--- src/rtl/fcd_pkg.sv ---
package fcd_pkg;
  localparam int unsigned CYC_W = 2;
  localparam int unsigned PH_W  = 2;

  typedef enum logic [PH_W-1:0] {
    PH_OFF = 2'd0,
    PH_D0  = 2'd1,
    PH_D1  = 2'd2,
    PH_D2  = 2'd3
  } ph_enc_e;
endpackage

--- src/rtl/fcd_cfg_latch.sv ---
module fcd_cfg_latch
  import fcd_pkg::*;
(
  input  logic            clk,
  input  logic            rst_n,
  input  logic            core_en,
  input  logic [CYC_W-1:0] cyc_in,
  input  logic [PH_W-1:0]  ph_in,
  output logic [CYC_W-1:0] cyc_q,
  output logic [PH_W-1:0]  ph_q
);
  // settings move only on a core boundary
  always_ff @(posedge clk) begin
    if (!rst_n) begin
      cyc_q <= '0;
      ph_q  <= PH_OFF;
    end else if (core_en) begin
      cyc_q <= cyc_in;
      ph_q  <= ph_in;
    end
  end
endmodule

--- src/rtl/fcd_cycle_pipe.sv ---
module fcd_cycle_pipe
  import fcd_pkg::*;
#(
  parameter int unsigned DATA_W = 32
) (
  input  logic              clk,
  input  logic              rst_n,
  input  logic              core_en,
  input  logic              in_vld,
  input  logic [DATA_W-1:0] in_data,
  input  logic [CYC_W-1:0]  sel,
  output logic              head_vld,
  output logic              tap_vld,
  output logic [DATA_W-1:0] out_data
);
  localparam int unsigned DEPTH = 1 << CYC_W;

  logic [DEPTH-1:0]  stg_v;
  logic [DATA_W-1:0] stg_d [DEPTH];
  logic [DEPTH-1:0]  nxt_v;
  logic [DATA_W-1:0] nxt_d [DEPTH];
  logic [DATA_W-1:0] hold_q;

  // value each stage takes at the next core edge
  for (genvar k = 0; k < DEPTH; k++) begin : g_nxt
    if (k == 0) begin : g_head
      assign nxt_v[k] = in_vld;
      assign nxt_d[k] = in_data;
    end else begin : g_body
      assign nxt_v[k] = stg_v[k-1];
      assign nxt_d[k] = stg_d[k-1];
    end
  end

  always_ff @(posedge clk) begin
    if (!rst_n) begin
      stg_v  <= '0;
      hold_q <= '0;
      for (int k = 0; k < DEPTH; k++) stg_d[k] <= '0;
    end else if (core_en) begin
      stg_v <= nxt_v;
      for (int k = 0; k < DEPTH; k++) stg_d[k] <= nxt_d[k];
      if (nxt_v[sel]) hold_q <= nxt_d[sel];
    end
  end

  assign head_vld = stg_v[0];
  assign tap_vld  = stg_v[sel];
  assign out_data = hold_q;
endmodule

--- src/rtl/fcd_phase_pipe.sv ---
module fcd_phase_pipe
  import fcd_pkg::*;
(
  input  logic            clk,
  input  logic            rst_n,
  input  logic            core_en,
  input  logic [PH_W-1:0] sel,
  output logic            fclk
);
  localparam int unsigned TAPS = (1 << PH_W) - 1;

  logic [TAPS-2:0] dly_q;
  logic [TAPS-1:0] tap;
  logic [PH_W-1:0] idx;
  logic            pick;
  logic            fclk_q;

  // tap 0 is the boundary marker itself; later taps trail by one phase each
  assign tap  = {dly_q, core_en};
  assign idx  = sel - 1'b1;
  assign pick = (sel != PH_OFF) && tap[idx];

  always_ff @(posedge clk) begin
    if (!rst_n) begin
      dly_q  <= '0;
      fclk_q <= 1'b0;
    end else begin
      if (TAPS > 2) dly_q <= {dly_q[TAPS-3:0], core_en};
      else          dly_q <= core_en;
      // never high two ticks running, even across a tap switch
      fclk_q <= pick & ~fclk_q;
    end
  end

  assign fclk = fclk_q;
endmodule

--- src/rtl/fwdclk_skew.sv ---
module fwdclk_skew
  import fcd_pkg::*;
#(
  parameter int unsigned DATA_W = 32
) (
  input  logic              clk,
  input  logic              rst_n,
  input  logic              core_en,
  input  logic              addr_vld,
  input  logic [DATA_W-1:0] wdata,
  input  logic [CYC_W-1:0]  cyc_dly_cfg,
  input  logic [PH_W-1:0]   ph_dly_cfg,
  output logic              idx_stb_o,
  output logic              wd_vld_o,
  output logic [DATA_W-1:0] wd_data_o,
  output logic              fclk_o
);
  logic [CYC_W-1:0] cyc_q;
  logic [PH_W-1:0]  ph_q;

  fcd_cfg_latch u_cfg (
    .clk     (clk),
    .rst_n   (rst_n),
    .core_en (core_en),
    .cyc_in  (cyc_dly_cfg),
    .ph_in   (ph_dly_cfg),
    .cyc_q   (cyc_q),
    .ph_q    (ph_q)
  );

  fcd_cycle_pipe #(.DATA_W(DATA_W)) u_cyc (
    .clk      (clk),
    .rst_n    (rst_n),
    .core_en  (core_en),
    .in_vld   (addr_vld),
    .in_data  (wdata),
    .sel      (cyc_q),
    .head_vld (idx_stb_o),
    .tap_vld  (wd_vld_o),
    .out_data (wd_data_o)
  );

  fcd_phase_pipe u_ph (
    .clk     (clk),
    .rst_n   (rst_n),
    .core_en (core_en),
    .sel     (ph_q),
    .fclk    (fclk_o)
  );
endmodule

--- config.mk ---
export PLATFORM = sky130hd
export DESIGN_NAME = fwdclk_skew
export DESIGN_NICKNAME = d
export VERILOG_FILES = /design/src/rtl/fcd_pkg.sv /design/src/rtl/fcd_cfg_latch.sv /design/src/rtl/fcd_cycle_pipe.sv /design/src/rtl/fcd_phase_pipe.sv /design/src/rtl/fwdclk_skew.sv
export SDC_FILE = /design/constraint.sdc
export NUM_CORES = 1
export LEC_CHECK = 0
export ABC_AREA = 1
export BUFFER_PORTS_ARGS = -buffer_cell sky130_fd_sc_hd__buf_2
export CORE_MARGIN = 2
export CORE_UTILIZATION = 44
export CTS_BUF_LIST = sky130_fd_sc_hd__clkbuf_8
export DETAILED_ROUTE_END_ITERATION = 8
export SLEW_MARGIN = 20
export SYNTH_ARGS = -nofsm -noshare
export SYNTH_HDL_FRONTEND = slang
export SYNTH_SLANG_ARGS = --single-unit
export TNS_END_PERCENT = 10
--- constraint.sdc ---
create_clock -name clk -period 4.1 [get_ports clk]
set_input_delay 0.205 -clock clk [delete_from_list [all_inputs] [get_ports clk]]
set_output_delay 0.205 -clock clk [all_outputs]
set_load 0.02 [all_outputs]
==> flow_summary.toml, run 1 <==
[setup_path]
ff2ff_path_depth = 7
cp_max_fo = 36
crit_end = "wd_vld_o"
start_kind = "register"
reg2reg_from = "u_cfg.cyc_q[1]$_SDFFE_PN0P_"
crit_arrival_ps = 2490
rrSetupSlack_ps = 1540
end_kind = "primary output"
path_class = "reg -> out"
timing.rr.end = "u_cyc.out_data[17]$_SDFFE_PN0P_"
critPathRequiredTime_ps = 3890
startpoint = "u_cfg.cyc_q[1]$_SDFFE_PN0P_"

[cts]
clock_tree.root_cell = "clkbuf_8"
cts_tree = "yes"
cts_buffers = 17
clockBufferDepth = 2
numClockSinks = 139
clk_latency_ps = 440
h-tree-depth = 4
clk_pin_slew_ps = 70
cts_setup_buffers = 0

[logic_synthesis]
synth.avg_cell_area_um2 = 8.51
synthesis.nets = 780
yosys_warnings = 0
ys.flop_type = "edfxtp_1"
yosysSeqAreaShare_pct = 59.5
synth-seq-cells = 139
yosysTopAreaCellShare_pct = 45.8
yosys-top-cells-area = "edfxtp_1 (46%), dfxtp_1 (14%), nor2_1 (9.7%), inv_1 (8.2%), nand2_1 (6.4%)"
synth_edf_count = 96
ys_types = 21
netlist_area_mm2 = 0.00629
yosysMostFrequentCell = "nor2_1"
synth_common_cells = "nor2_1 (162), inv_1 (137), nand2_1 (108), edfxtp_1 (96), a21oi_1 (68)"
synth_cells = 739
yosys.area.top_type = "edfxtp_1"
async_flop_share_pct = 0

[die]
die_y_um = 124
die_w_um = 124
core_area_mm2 = 0.0139
start_util_pct = 45.2
placementRows = 43
die-area_mm2 = 0.0153
io_pins = 75

[run_status]
status = "completed"

[global_routing]
grt_use_total_pct = 17.7
grt_overflow = 0
antenna_found_initial = 0
grt_pass1_vias = 4403
grt_pass1_wl_um = 20600
grt_start_max_net_pins = 102

[timing]
setup_viol = 0
hold_ws_ps = 70.0
hold_viol = 0
timing.slew.headroom_pct = 32.4
fin_tns_setup_ps = 0
fin_skew_ps = 6.63
worstMarginPinSlew_ps = 1010
fmax_mhz = 371
timing.final.max_slew_violations = 0
rsz0062_at_grt = "false"
fin_crit_sh_pct = 65.8
fin_crit_ps = 2700

[finish]
drive_gt1_share_pct = 13.2
n_antenna_cell = 0
multi_input_area_mm2 = 0.00181
fin_area_mm2 = 0.00705
fin_util_pct = 50.6
fin_nets = 838
fillers = 1375
area_delta_synth_final_pct = 12.0
seq_area_mm2 = 0.00375

[power_and_ir_drop]
pwr_density_cell_mw_per_mm2 = 414
vdd_drop_max_mv = 0.204
leakagePower_nw = 3.32

[run]
maxCapViolCount = 0

[place]
post-dp-hpwl_um = 7200
port_buffers = 74
postPlaceCellArea_mm2 = 0.00668
place_congestion = 0.719

[routing]
drt_iter0_markers = 275
viasPerCell = 4.67
drt_pass1_iterations = 4
drc = 0
detail_route.wl_per_cell_um = 12.6
wirelength_um = 12500
vias = 4626
ant_nets = 0

[worst_hold_path]
hold_path.class = "in -> reg"
placed cells by master, fill, tap and decap left out, drive strengths merged:
cell / synthesis / routed
dlygate4sd3: 0 / 4
a211oi: 1 / 1
nand3: 3 / 3
o21ai: 70 / 70
o211ai: 1 / 1
clkinv: 0 / 3
o22ai: 3 / 3
inv: 139 / 149
clkbuf: 11 / 19
a21oi: 68 / 68
ha: 1 / 1
dfxtp: 43 / 43
edfxtp: 96 / 96
nor2: 162 / 162
buf: 31 / 77
nand2: 110 / 110
stage by stage:
stage          instances  setup WS, ps  total power [W]
3_5_place_dp         954          1530          0.00204
6_report             990          1400          0.00292
2_1_floorplan        739          1140          0.00194
4_1_cts              990          1330          0.00294
5_1_grt              990          1180          0.00308
3_3_place_gp         954          1590          0.00203
worst min path at each step:
stage / start / endpoint / depth (start not counted)
finish: addr_vld / u_cyc.stg_v[0]$_SDFFE_PN0P_ / 3
global route: wdata[0] / u_cyc.stg_d[0][0]$_SDFFCE_PN0P_ / 3
CTS: wdata[12] / u_cyc.stg_d[0][12]$_SDFFCE_PN0P_ / 3
detailed placement: ph_dly_cfg[1] / u_cfg.ph_q[1]$_SDFFE_PN0P_ / 3
global placement: ph_dly_cfg[0] / u_cfg.ph_q[0]$_SDFFE_PN0P_ / 3
floorplan: cyc_dly_cfg[0] / u_cfg.cyc_q[0]$_SDFFE_PN0P_ / 2
metal layers:
metal	routed length, µm	up-vias	share of wire, %	global-route usage [%]
met4	228	0	1.8	7.67
met1	5800	2088	46	22.0
met3	566	21	4.5	4.67
met2	5880	92	47	29.1
li1	-	2425	-	-
met5	0	-	0	0
power by group:
group | internal, W | switching (W) | leakage, nW
logic | 0.000118 | 0.000253 | 1.70
clock network | 0.000424 | 0.000480 | 0.202
registers | 0.00160 | 0.0000379 | 1.41
total | 0.00214 | 0.000771 | 3.32
final cells by class:
cell class | count | area share, %
flip-flops and latches | 139 | 53.2
multi-input cells | 419 | 25.6
inverters | 139 | 7.40
repair buffers | 81 | 6.14
clock buffers | 19 | 3.71
well taps | 180 | 3.20
clock inverters | 13 | 0.746
flip-flops by register name, indices dropped and copies added (netlist names):
name and flops:
u_cfg.cyc_q 2, u_cfg.ph_q 2, u_cyc.out_data 32, u_cyc.stg_d 96, u_cyc.stg_v 4, u_ph.dly_q 2, u_ph.fclk 1
critical path: stages, from the launching register on:
cell and delay [ps]:
dfxtp_2 840, inv_2 510, o21ai_0 210, a21oi_1 60, a21oi_1 200, buf_2 200
cell families after synthesis:
| logic type | after synthesis | synth area share (%) |
|---|---|---|
| adder cells (fa/ha/maj) | 1 | 0.199 |
| AND/OR/NAND/NOR | 275 | 16.6 |
| buffers and inverters | 181 | 12.2 |
| AO/OA/AOI/OAI | 143 | 11.5 |
| flip-flops | 139 | 59.5 |
timing repair:
| item | CTS | global route |
|---|---|---|
| hold buffers | 4 | 0 |
| hold endpoints to repair | 4 | 0 |
| gates resized for setup | 0 | 0 |
(Power assumes the default switching activity.)
==> run 2: changes to the inputs <==
--- a/config.mk
+++ b/config.mk
@@ -11,6 +11,7 @@
 export CORE_UTILIZATION = 44
 export CTS_BUF_LIST = sky130_fd_sc_hd__clkbuf_8
 export DETAILED_ROUTE_END_ITERATION = 8
+export PLACE_DENSITY = 0.65
 export SLEW_MARGIN = 20
 export SYNTH_ARGS = -nofsm -noshare
 export SYNTH_HDL_FRONTEND = slang
==> constraint.sdc (replaced) <==
create_clock -name clk -period 2.2 [get_ports clk]
set_input_delay 0.11 -clock clk [delete_from_list [all_inputs] [get_ports clk]]
set_output_delay 0.11 -clock clk [all_outputs]
set_load 0.02 [all_outputs]
==> flow_summary.toml, run 2 (synthesis gave the netlist of run 1 again) <==
[run_status]
status = "completed"

[die]
die_w_um = 124
core_area_mm2 = 0.0139
die_y_um = 124
placementRows = 43
io_pins = 75
start_util_pct = 45.2
die-area_mm2 = 0.0153

[routing]
drt_iter0_markers = 354
drt_pass1_iterations = 5
vias = 4887
detail_route.wl_per_cell_um = 12.9
wirelength_um = 13400
viasPerCell = 4.72
ant_nets = 0
drc = 0

[power_and_ir_drop]
leakagePower_nw = 3.52
vdd_drop_max_mv = 0.409
pwr_density_cell_mw_per_mm2 = 764

[timing]
fin_crit_ps = 2070
setup_viol = 0
timing.slew.headroom_pct = 67.5
worstMarginPinSlew_ps = 487
rsz0062_at_grt = "false"
fin_skew_ps = 9.12
fin_crit_sh_pct = 94.2
fmax_mhz = 482
hold_viol = 0
fin_tns_setup_ps = 0
timing.final.max_slew_violations = 0

[setup_path]
slowest_stage = "buf_4"
cp.depth = 6
ff2ff_path_depth = 9
path_buf_inv = 3
cpPeakStageDelay_ps = 360
end_kind = "primary output"
crit_chain = "inv_2 > buf_4 > o21ai_0 > a21oi_1 > a21oi_1 > buf_2"
critPathRequiredTime_ps = 2090
crit_family = "buffers and inverters"
cp_max_fo = 24
crit_arrival_ps = 1960
start_kind = "register"
path_class = "reg -> out"
cpMostUsedCell = "a21oi_1"

[place]
place_congestion = 0.804
post-dp-hpwl_um = 8540
dpl.cell_count = 964
port_buffers = 74

[finish]
layout.cells.non_filler = 1035
fillers = 1273
layout_common_cells = "nor2_1 (162), inv_1 (141), nand2_1 (106), edfxtp_1 (96), buf_2 (74)"
fin_nets = 882
layout_commonest_cell = "nor2_1"
regMostFlops = "u_cyc.stg_d"
drive_gt1_share_pct = 13.9
largest_reg_flops = 96
area_delta_synth_final_pct = 19.8

[cts]
clk_latency_ps = 440
cts_tree = "yes"
clock_tree.root_cell = "clkbuf_8"
clk_pin_slew_ps = 80
clockBufferDepth = 2
h-tree-depth = 4
cts_setup_buffers = 0
numClockSinks = 139
cts_buffers = 17

[worst_hold_path]
hold_path.class = "in -> reg"
holdPathStages = 3

[global_routing]
grt_overflow = 0
grt_pass1_vias = 4703
grt_use_total_pct = 18.6
antenna_found_initial = 1
grt_pass1_wl_um = 21800
grt_start_max_net_pins = 57

[run]
maxCapViolCount = 0
-- run 2: cell count changes in the layout (fill, tap and decap cells not counted), sizes merged, moves of 2 or more --
| cell | before | now |
|---|---|---|
| inv | 149 | 143 |
| bufinv | 0 | 2 |
| dlygate4sd3 | 4 | 38 |
| buf | 77 | 87 |
| clkinv | 3 | 7 |
-- run 2: through the flow --
step | area (µm²) | utilization, % | hold slack [ps] | power (W) | worst slack [ps]
2_1_floorplan | 6290 | - | 223 | 0.00362 | 311
3_3_place_gp | 6800 | 48.8 | 313 | 0.00382 | 567
3_5_place_dp | 6800 | 48.8 | 315 | 0.00384 | 437
4_1_cts | 7540 | 54.1 | 22.7 | 0.00581 | 78.1
5_1_grt | 7540 | 54.1 | 41.6 | 0.00603 | 1.23
6_report | 7540 | 54.1 | 50.4 | 0.00576 | 127
-- run 2: final timing paths --
kind / startpoint / to / slack (ps)
min: core_en / u_ph.fclk$_SDFF_PN0_ / 50
max reg2reg: u_cfg.cyc_q[0]$_SDFFE_PN0P_ / u_cyc.out_data[9]$_SDFFE_PN0P_ / 450
min reg2reg: u_ph.dly_q[0]$_SDFF_PN0_ / u_ph.dly_q[1]$_SDFF_PN0_ / 440
max: u_cfg.cyc_q[1]$_SDFFE_PN0P_ / wd_vld_o / 130
-- run 2: routing by layer --
layer	vias up	global-route usage [%]	part of all wire (%)
li1	2514	-	-
met1	2235	23.0	44
met2	112	30.9	48
met3	26	4.58	5.6
met4	0	8.66	2.2
met5	-	0	0
-- run 2: layout make-up --
type,instances,area (µm²),area share [%]
Antenna cell,1,2.50,0.0332
Clock buffer,18,248,3.29
Clock inverter,14,114,1.51
Inverter,139,522,6.92
Multi-Input combinational cell,419,1800,23.8
Sequential cell,139,3740,49.7
Tap cell,180,225,2.99
Timing Repair Buffer,125,886,11.7
-- run 2: timing repair --
item | CTS | global route
hold buffers | 38 | 0
resized for setup | 0 | 0
hold endpoints to repair | 40 | 0
-- run 2: power by group --
| group | internal (W) | switching, W | total [W] |
|---|---|---|---|
| registers | 0.00298 | 0.0000672 | 0.00305 |
| clock network | 0.000998 | 0.000929 | 0.00193 |
| logic | 0.000279 | 0.000500 | 0.000779 |
| total | 0.00426 | 0.00150 | 0.00576 |
-- run 2: worst min-delay path, delay by kind of cell --
family          cells  cell delay, ps
buf+inv             1             150
compound gates      1              70
simple gates        1             120
